[config.mk]
export PLATFORM = sky130hd
export DESIGN_NAME = rtc_bcd_calendar
export DESIGN_NICKNAME = d
export VERILOG_FILES = /design/src/rtl/rtc_pkg.sv /design/src/rtl/rtc_upd_hs.sv /design/src/rtl/rtc_time_cnt.sv /design/src/rtl/rtc_cal_cnt.sv /design/src/rtl/rtc_bcd_calendar.sv
export SDC_FILE = /design/constraint.sdc
export NUM_CORES = 1
export LEC_CHECK = 0
export BUFFER_PORTS_ARGS = -buffer_cell sky130_fd_sc_hd__buf_2
export CORE_UTILIZATION = 30
export CTS_CLUSTER_DIAMETER = 60
export DETAILED_ROUTE_END_ITERATION = 16
export PLACE_DENSITY = 0.49
export REMOVE_ABC_BUFFERS = 1
export SYNTH_ARGS = -nofsm -noshare
export SYNTH_HDL_FRONTEND = slang
export SYNTH_HIERARCHICAL = 1
export SYNTH_SLANG_ARGS = --single-unit
[constraint.sdc]
create_clock -name clk -period 3.8 [get_ports clk]
set_input_delay 0.57 -clock clk [delete_from_list [all_inputs] [get_ports clk]]
set_output_delay 0.57 -clock clk [all_outputs]
set_load 0.01 [all_outputs]
[src/rtl/rtc_pkg.sv]
package rtc_pkg;

  typedef struct packed {
    logic [5:0] hr;
    logic [6:0] mn;
    logic [6:0] sc;
  } rtc_hms_t;

  typedef struct packed {
    logic [6:0] cent;
    logic [7:0] yr;
    logic [4:0] mon;
    logic [2:0] dow;
    logic [5:0] date;
  } rtc_cal_t;

  localparam int REG_CTRL = 0;
  localparam int REG_TIME = 1;
  localparam int REG_CAL  = 2;
  localparam int REG_STS  = 3;
  localparam int REG_CLR  = 4;

  localparam int ST_ACK = 0;
  localparam int ST_SEC = 2;
  localparam int ST_MIN = 3;
  localparam int ST_DAY = 4;
  localparam int ST_W   = 5;

  function automatic logic [7:0] bcd_inc(input logic [7:0] v);
    if (v[3:0] == 4'd9) return {v[7:4] + 4'd1, 4'd0};
    else                return {v[7:4], v[3:0] + 4'd1};
  endfunction

  function automatic logic [7:0] bcd_to_bin(input logic [7:0] v);
    return ({4'd0, v[7:4]} * 8'd10) + {4'd0, v[3:0]};
  endfunction

  function automatic logic [5:0] last_date(input logic [7:0] mon,
                                           input logic [7:0] yr,
                                           input logic [7:0] cent);
    logic [7:0] yb;
    logic [7:0] cb;
    logic       leap;
    yb   = bcd_to_bin(yr);
    cb   = bcd_to_bin(cent);
    leap = (yr == 8'h00) ? (cb[1:0] == 2'b00) : (yb[1:0] == 2'b00);
    case (mon)
      8'h02:                      return leap ? 6'h29 : 6'h28;
      8'h04, 8'h06, 8'h09, 8'h11: return 6'h30;
      default:                    return 6'h31;
    endcase
  endfunction

endpackage

[src/rtl/rtc_upd_hs.sv]
module rtc_upd_hs
  import rtc_pkg::*;
#(
  parameter int N_DOM = 2
) (
  input  logic             clk,
  input  logic             rst,
  input  logic             tick,
  input  logic [N_DOM-1:0] req,
  output logic [N_DOM-1:0] grant,
  output logic             ack_set
);

  logic [N_DOM-1:0] grant_q;

  for (genvar i = 0; i < N_DOM; i++) begin : g_dom
    always_ff @(posedge clk) begin
      if (rst || !req[i]) grant_q[i] <= 1'b0;
      else if (tick)      grant_q[i] <= 1'b1;
    end

    // a grant never outlives its request
    a_r5_grant_drops: assert property (@(posedge clk) disable iff (rst)
      !req[i] |=> !grant_q[i]);
  end

  assign grant   = grant_q;
  assign ack_set = tick && |(req & ~grant_q);

endmodule

[src/rtl/rtc_time_cnt.sv]
module rtc_time_cnt
  import rtc_pkg::*;
#(
  parameter logic [7:0] MS_LAST = 8'h59,
  parameter logic [7:0] HR_LAST = 8'h23
) (
  input  logic     clk,
  input  logic     rst,
  input  logic     step,
  input  logic     ld,
  input  rtc_hms_t ld_val,
  output rtc_hms_t tq,
  output logic     min_roll,
  output logic     day_roll
);

  logic sc_wrap, mn_wrap, hr_wrap;

  assign sc_wrap  = ({1'b0, tq.sc} == MS_LAST);
  assign mn_wrap  = ({1'b0, tq.mn} == MS_LAST);
  assign hr_wrap  = ({2'b0, tq.hr} == HR_LAST);
  assign min_roll = step && !ld && sc_wrap;
  assign day_roll = min_roll && mn_wrap && hr_wrap;

  always_ff @(posedge clk) begin
    if (rst) begin
      tq <= '0;
    end else if (ld) begin
      tq <= ld_val;
    end else if (step) begin
      tq.sc <= sc_wrap ? '0 : 7'(bcd_inc({1'b0, tq.sc}));
      if (sc_wrap) tq.mn <= mn_wrap ? '0 : 7'(bcd_inc({1'b0, tq.mn}));
      if (sc_wrap && mn_wrap) tq.hr <= hr_wrap ? '0 : 6'(bcd_inc({2'b0, tq.hr}));
    end
  end

  // seconds wrap to zero at the last value
  a_r2_sec_wrap: assert property (@(posedge clk) disable iff (rst)
    step && !ld && ({1'b0, tq.sc} == MS_LAST) |=> tq.sc == 7'h00);

endmodule

[src/rtl/rtc_cal_cnt.sv]
module rtc_cal_cnt
  import rtc_pkg::*;
#(
  parameter logic [6:0] RST_CENT = 7'h20,
  parameter logic [7:0] RST_YR   = 8'h00,
  parameter logic [4:0] RST_MON  = 5'h01,
  parameter logic [2:0] RST_DOW  = 3'd1,
  parameter logic [5:0] RST_DATE = 6'h01
) (
  input  logic     clk,
  input  logic     rst,
  input  logic     step,
  input  logic     ld,
  input  rtc_cal_t ld_val,
  output rtc_cal_t cq
);

  logic [5:0] dlast;
  logic       d_wrap, m_wrap, y_wrap;

  assign dlast  = last_date({3'b0, cq.mon}, cq.yr, {1'b0, cq.cent});
  assign d_wrap = (cq.date == dlast);
  assign m_wrap = (cq.mon == 5'h12);
  assign y_wrap = (cq.yr == 8'h99);

  always_ff @(posedge clk) begin
    if (rst) begin
      cq <= '{cent: RST_CENT, yr: RST_YR, mon: RST_MON, dow: RST_DOW, date: RST_DATE};
    end else if (ld) begin
      cq <= ld_val;
    end else if (step) begin
      cq.date <= d_wrap ? 6'h01 : 6'(bcd_inc({2'b0, cq.date}));
      cq.dow  <= (cq.dow == 3'd7) ? 3'd1 : cq.dow + 3'd1;
      if (d_wrap) cq.mon <= m_wrap ? 5'h01 : 5'(bcd_inc({3'b0, cq.mon}));
      if (d_wrap && m_wrap) cq.yr <= y_wrap ? 8'h00 : bcd_inc(cq.yr);
      if (d_wrap && m_wrap && y_wrap) cq.cent <= 7'(bcd_inc({1'b0, cq.cent}));
    end
  end

  // the calendar moves only on a carry from the time counter or a load
  a_r8_hold_without_carry: assert property (@(posedge clk) disable iff (rst)
    !step && !ld |=> $stable(cq));

endmodule

[src/rtl/rtc_bcd_calendar.sv]
module rtc_bcd_calendar
  import rtc_pkg::*;
#(
  parameter int         ADDR_W   = 3,
  parameter int         DATA_W   = 32,
  parameter logic [6:0] RST_CENT = 7'h20,
  parameter logic [7:0] RST_YR   = 8'h00,
  parameter logic [4:0] RST_MON  = 5'h01,
  parameter logic [2:0] RST_DOW  = 3'd1,
  parameter logic [5:0] RST_DATE = 6'h01
) (
  input  logic              clk,
  input  logic              rst,
  input  logic              tick_1hz,
  input  logic              bus_wr,
  input  logic [ADDR_W-1:0] bus_addr,
  input  logic [DATA_W-1:0] bus_wdata,
  output logic [DATA_W-1:0] bus_rdata
);

  localparam int N_DOM = 2;

  logic [N_DOM-1:0]  ctrl_q;
  logic [N_DOM-1:0]  grant;
  logic              ack_set;
  logic              wr_ctrl, wr_time, wr_cal, wr_clr;
  logic              ld_t, ld_c, step_t, step_c;
  logic              min_roll, day_roll;
  rtc_hms_t          tq, t_ld;
  rtc_cal_t          cq, c_ld;
  logic [ST_W-1:0]   sts_q, sts_set;
  logic [DATA_W-1:0] rd_mux, rdata_q;
  logic              unused_wdata_bits;

  assign wr_ctrl = bus_wr && (bus_addr == ADDR_W'(REG_CTRL));
  assign wr_time = bus_wr && (bus_addr == ADDR_W'(REG_TIME));
  assign wr_cal  = bus_wr && (bus_addr == ADDR_W'(REG_CAL));
  assign wr_clr  = bus_wr && (bus_addr == ADDR_W'(REG_CLR));

  assign unused_wdata_bits = ^{bus_wdata[DATA_W-1:30], bus_wdata[22], bus_wdata[7]};

  always_ff @(posedge clk) begin
    if (rst)          ctrl_q <= '0;
    else if (wr_ctrl) ctrl_q <= bus_wdata[N_DOM-1:0];
  end

  rtc_upd_hs #(.N_DOM(N_DOM)) u_hs (
    .clk(clk), .rst(rst), .tick(tick_1hz), .req(ctrl_q),
    .grant(grant), .ack_set(ack_set)
  );

  assign ld_t   = wr_time && grant[0];
  assign ld_c   = wr_cal && grant[1];
  assign step_t = tick_1hz && !ctrl_q[0];
  assign step_c = day_roll && !ctrl_q[1];

  assign t_ld = '{hr: bus_wdata[21:16], mn: bus_wdata[14:8], sc: bus_wdata[6:0]};
  assign c_ld = '{cent: bus_wdata[6:0], yr: bus_wdata[15:8], mon: bus_wdata[20:16],
                  dow: bus_wdata[23:21], date: bus_wdata[29:24]};

  rtc_time_cnt u_time (
    .clk(clk), .rst(rst), .step(step_t), .ld(ld_t), .ld_val(t_ld),
    .tq(tq), .min_roll(min_roll), .day_roll(day_roll)
  );

  rtc_cal_cnt #(
    .RST_CENT(RST_CENT), .RST_YR(RST_YR), .RST_MON(RST_MON),
    .RST_DOW(RST_DOW), .RST_DATE(RST_DATE)
  ) u_cal (
    .clk(clk), .rst(rst), .step(step_c), .ld(ld_c), .ld_val(c_ld), .cq(cq)
  );

  always_comb begin
    sts_set         = '0;
    sts_set[ST_ACK] = ack_set;
    sts_set[ST_SEC] = tick_1hz;
    sts_set[ST_MIN] = min_roll;
    sts_set[ST_DAY] = step_c;
  end

  for (genvar i = 0; i < ST_W; i++) begin : g_sts
    always_ff @(posedge clk) begin
      if (rst) sts_q[i] <= 1'b0;
      else     sts_q[i] <= sts_set[i] | (sts_q[i] & ~(wr_clr & bus_wdata[i]));
    end
  end

  always_comb begin
    rd_mux = '0;
    case (bus_addr)
      ADDR_W'(REG_CTRL): rd_mux[N_DOM-1:0] = ctrl_q;
      ADDR_W'(REG_TIME): begin
        rd_mux[6:0]   = tq.sc;
        rd_mux[14:8]  = tq.mn;
        rd_mux[21:16] = tq.hr;
      end
      ADDR_W'(REG_CAL): begin
        rd_mux[6:0]   = cq.cent;
        rd_mux[15:8]  = cq.yr;
        rd_mux[20:16] = cq.mon;
        rd_mux[23:21] = cq.dow;
        rd_mux[29:24] = cq.date;
      end
      ADDR_W'(REG_STS): rd_mux[ST_W-1:0] = sts_q;
      default: rd_mux = '0;
    endcase
  end

  always_ff @(posedge clk) begin
    if (rst) rdata_q <= '0;
    else     rdata_q <= rd_mux;
  end

  assign bus_rdata = rdata_q;

  // acknowledge only rises on a second strobe
  a_r4_ack_on_tick: assert property (@(posedge clk) disable iff (rst)
    $rose(sts_q[ST_ACK]) |-> $past(tick_1hz));

  // frozen time holds unless loaded
  a_r3_time_frozen: assert property (@(posedge clk) disable iff (rst)
    ctrl_q[0] && !ld_t |=> $stable(tq));

  // an ungranted time write changes nothing
  a_r6_write_ignored: assert property (@(posedge clk) disable iff (rst)
    wr_time && !grant[0] && !tick_1hz |=> $stable(tq));

  // frozen calendar holds unless loaded
  a_r9_cal_frozen: assert property (@(posedge clk) disable iff (rst)
    ctrl_q[1] && !ld_c |=> $stable(cq));

  // every strobe leaves the second event flag set
  a_r10_sec_event: assert property (@(posedge clk) disable iff (rst)
    tick_1hz |=> sts_q[ST_SEC]);

endmodule

# After elaboration in Yosys (flattened, before gate mapping)
# Index checks and enable logic that the tools add are counted.
# word_totals
register_bits,90
latch_bits,0
mem_bits_rw,0
mem_bits_ro,0
inputBits,39
out_inout_bits,32
wordCells,175
n_memories,0
# classes
add_sub_neg,17
multipliers,2
n_div,0
magnitude_cmp,0
eq_ne,23
shifts,0
n_mux,31
bitwise_logic,22
reduce_logical,54
# ops
cell,n
29-bit 2-to-1 mux,2
7-bit 2-to-1 mux,7
20-bit 2-to-1 mux,2
4-bit by 1-bit adder with 4-bit output (second input constant),8
6-bit 2-to-1 mux,5
4-bit equality test (second input constant),7
8-bit 2-to-1 mux,3
6-bit case mux with 2 select lines,2
3-bit nonzero test,6
1-bit logical AND,16
2-bit nonzero test,8
5-bit 2-to-1 mux,3
3-bit AND reduction,5
7-bit equality test (second input constant),2
7-bit case mux with 2 select lines,1
2-bit AND reduction,7
3-bit by 1-bit adder with 3-bit output (second input constant),4
1-bit AND,10
5-bit by 3-bit equality test with 1-bit output (second input constant),2
5-bit equality test (second input constant),2
3-bit case mux with 3 select lines,1
8-bit equality test (second input constant),1
8-bit zero test,1
2-bit case mux with 4 select lines,1
other kinds (25),43

# Logic depth before layout (Yosys ltp)
# depth
word_depth,12
mapped_depth,14
ltp_nobuf,12

# By module
# The synthesis kept the hierarchy.
# modules_own_cells
mod,n_inst,cells_per_inst,area_per_inst_um2,seq_area_each_um2
rtc_cal_cnt,1,275,2175.8,580.6
rtc_bcd_calendar,1,113,1360.1,720.7
rtc_time_cnt,1,166,1326.3,400.4
rtc_upd_hs,1,9,96.3,40.0

# Least setup slack after synthesis
# OpenSTA, ideal clock, no wires.
# synth_path
kind,input port to flip-flop
from,in bus_addr[1]
to,"reg, netlist name u_cal/cq[25]"
setup_ns,0.132
arrival_ns,3.210
required_time_ns,3.668
path_slack_ns,0.458
cell_stages,14
n_path_buf,4
cell_sequence,buf_2 > and4b_1 > clkbuf_1 > nor3_1 > and3_1 > nor2b_1 > nor4bb_1 > and4_1 > buf_4 > nor4bb_1 > clkbuf_2 > nor4b_1 > a31oi_1 > o21ai_0
# synth_between
elab_chain_len,11
word_cells_on_any_way,16
cone_classes,eq/ne: 2; mux: 1; reduce/logical: 13
# synth_rtl
item,line,rtl
from (decl),rtc_bcd_calendar.sv:16,"input logic [ADDR_W-1:0] bus_addr,"
3-bit by 1-bit equality test with 1-bit output,rtc_bcd_calendar.sv:36,assign wr_time = bus_wr && (bus_addr == ADDR_W'(REG_TIME));
1-bit logical AND,rtc_bcd_calendar.sv:36,
1-bit logical AND,rtc_bcd_calendar.sv:52,assign ld_t = wr_time && grant[0];
net ld_t,rtc_bcd_calendar.sv:27,"logic ld_t, ld_c, step_t, step_c;"
1-bit zero test,rtc_time_cnt.sv:22,assign min_roll = step && !ld && sc_wrap;
1-bit logical AND (2 in a row),rtc_time_cnt.sv:22,
net min_roll,rtc_bcd_calendar.sv:28,"logic min_roll, day_roll;"
1-bit logical AND (2 in a row),rtc_time_cnt.sv:23,assign day_roll = min_roll && mn_wrap && hr_wrap;
net day_roll,rtc_bcd_calendar.sv:28,
1-bit logical AND,rtc_bcd_calendar.sv:55,assign step_c = day_roll && !ctrl_q[1];
net step_c,rtc_bcd_calendar.sv:27,
2-bit nonzero test (no line),-,
2-bit AND reduction (no line),-,
# The timed path passes the listed nets, and every way through them passes these cells.
# A chain may end at the register's enable or synchronous reset.

# Final worst setup path
# layout_path
from,"reg, netlist name u_time/tq[7]"
to,"reg, netlist name u_cal/cq[23]"
# layout_between
elab_chain_len,6
# layout_rtl
item,line,rtl
7-bit equality test,rtc_time_cnt.sv:20,"assign mn_wrap = ({1'b0, tq.mn} == MS_LAST);"
1-bit logical AND (2 in a row),rtc_time_cnt.sv:23,
net day_roll,rtc_bcd_calendar.sv:28,
1-bit logical AND,rtc_bcd_calendar.sv:55,
net step_c,rtc_bcd_calendar.sv:27,
2-bit nonzero test (no line),-,
2-bit AND reduction (no line),-,
# The timed path passes the listed nets, and every way through them passes these cells.

==> impl_metrics.yaml <==
floorplanning:
  die_h_um: 131
  die-area_um2: 17000
  core_um2: 16000
  rows: 46
  ios: 71
  initial_core_util_pct: 31.0
  dieWidth_um: 131
sta:
  period_needed_ns: 3.26
  fmax_mhz: 307
  drv_slew: 0
  hold_viol: 0
  slew_headroom_pct: 43.9
  setup_violations: 0
  rsz0062_at_grt: "no"
  fin_ws_ns: 0.542
  fin_crit_sh_pct: 85.7
  finClkSkew_ns: 0.0139
  worst_slew_pin_slew_ns: 0.841
  fin_hold_ws_ns: 0.452
setup_path:
  cpPeakStageDelay_ns: 0.45
  cp_cell_sequence: "ha_1 > nand3b_1 > nor2_1 > and3_1 > nor2b_1 > nor4bb_1 > and4_1 > nor4bb_1 > buf_4 > nor4_1 > a31oi_1 > o21ai_0"
  critPathLaunchType: "flip-flop"
  crit_required_ns: 4.02
  crit_top_cell: "nor4bb_1"
  cp_slowest_cell: "nor2_1"
  cp_max_fo: 8
  cp.arrival_ns: 3.47
  crit_path_end_kind: "flip-flop"
  path_class: "flip-flop to flip-flop"
cells_and_area:
  layout_common_cells: "87 x dfxtp_1, 64 x buf_2, 45 x nor2_1"
  diodes: 0
  fin_nets: 668
  drive_gt1_share_pct: 20.7
  areaGrowthSynthToFinish_pct: 16.0
  nFillCells: 1682
  final_common_cell: "dfxtp_1"
synthesis:
  synth_flop_cell: "dfxtp_1"
  synth.distinct_cells: 85
  synthCells: 563
  synth_edf_count: 0
  synthTopCellsByArea: "dfxtp_1 35%, ha_1 4.3%, nor2_1 3.4%"
  yosysWarnings: 6
  async_reset_ff_share_pct: 0
  syn_avg_cell_area_um2: 8.81
  yosysTopAreaCellShare_pct: 35.1
  synth_seq_cells: 87
  syn-cell-area_um2: 4960
  seq_area_frac_synth_pct: 35.1
  synth_largest_area_cell: "dfxtp_1"
global_route:
  grt_pass1_wl_um: 23000
  antenna_found_initial: 0
  grt_pass1_vias: 4317
  grt_max_degree: 58
  gr-total-overflow: 0
  track_usage_pct: 17.7
power_and_ir_drop:
  power.leakage_nw: 2.20
  finalPower_mw: 2.06
  irDropWorstVdd_mv: 0.215
  p_per_area_nw_per_um2: 358
run_status:
  status: "completed"
cts:
  cts_root_buf: "clkbuf_16"
  clockBufferDepth: 2
  cts_setup_buffers: 0
  postCtsHoldBufs: 0
  clock-sinks: 87
  cts_buffers: 9
  htreeDepth: 3
  cts.clk_slew.worst_paths_ns: 0.07
  clock_latency_ns: 0.36
  ctsResizeCount: 0
  tritoncts: "built"
routing:
  vias: 4464
  drt-vias-per-instance: 5.36
  drcViolationCount: 0
  drtPass1Iterations: 5
  wire_per_inst_um: 17.4
  routed_wl_um: 14500
  ant_nets: 0
  drt_iter0_drc: 279
place:
  place_hpwl_um: 10200
  pre_cts_ws_ns: 0.585
  routabilityCongestion: 0.865
  io_buffers: 64
job:
  maxCapViolCount: 0
min_path:
  hp-class: "input port to flip-flop"
[worst max-delay path, delay by kind of cell, from the launching register on]
family	cells	cell delay (ns)
AND/OR/NAND/NOR	8	1.95
flip-flops	1	0.44
AO/OA/AOI/OAI	2	0.27
adder cells (fa/ha/maj)	1	0.23
buffers and inverters	1	0.22
[synthesized netlist by cell type (all sizes together), types with 11 or more instances]
library cell,instances
clkbuf,20
nor2,45
a21oi,28
and2,12
buf,19
mux2i,11
dfxtp,87
a31oi,13
nor3,27
o21ai,20
nor3b,20
nand3,14
a211oi,13
ha,17
nand2,35
inv,24
a22o,16
[state kept, by name (all words and copies together), names as in the netlist]
register and count:
u_hs/grant 2, u_cal/cq 29, bus_rdata 29, sts_q 5
ctrl_q 2, u_time/tq 20
[per-layer routing]
metal / up-vias / part of all wire, % / track usage (%) / wire (um)
met4: 0 / 2.1 / 7.71 / 303
met1: 2167 / 47 / 22.6 / 6770
met2: 107 / 46 / 28.9 / 6670
li1: 2167 / - / - / -
met3: 23 / 5.1 / 3.42 / 733
met5: - / 0 / 0 / 0
[through the flow]
| stage | utilization [%] | setup TNS (ns) | instance area [um^2] | std cells |
|---|---|---|---|---|
| finish | 36.0 | 0 | 5750 | 833 |
| global placement | 33.8 | 0 | 5420 | 817 |
| global route | 36.0 | 0 | 5750 | 833 |
| floorplan | - | -0.826 | 4740 | 526 |
| CTS | 36.0 | 0 | 5750 | 833 |
| detailed placement | 33.8 | 0 | 5420 | 817 |
[cells by family (layout without fill, tap and decap cells)]
logic type               count (synthesis)  in the layout  share of synthesized area [%]
multiplexers                            15             15                           3.58
flip-flops                              87             87                           35.1
buffers and inverters                   64            116                           6.41
adder cells (fa/ha/maj)                 17             17                           4.29
AND/OR/NAND/NOR                        232            232                           28.6
XOR/XNOR                                 9              9                           1.59
AO/OA/AOI/OAI                          138            138                           20.4
other                                    1              3                         0.0756
[worst paths after layout]
kind                                     from            to  depth (start not counted)  slack [ns]
worst max-delay path             u_time/tq[7]  u_cal/cq[23]                         12        0.54
worst min-delay path            bus_wdata[23]   u_cal/cq[8]                          3        0.45
worst max register to register   u_time/tq[7]  u_cal/cq[23]                         12        0.54
worst min register to register       sts_q[1]      sts_q[1]                          1        0.47
[cell type report]
class	count	area, um^2	area share [%]
repair buffers	75	403	7.00
clock buffers	11	233	4.04
multi-input cells	414	2910	50.5
flip-flops and latches	87	1740	30.3
well taps	216	270	4.70
clock inverters	5	106	1.85
inverters	25	93.8	1.63
[power by group]
part           switching [mW]  internal (mW)  total, mW
clock                   0.389          0.645       1.03
sequential             0.0104          0.920      0.930
combinational          0.0603         0.0379     0.0982
total                   0.460           1.60       2.06
Power figures use the tool's default switching activity.
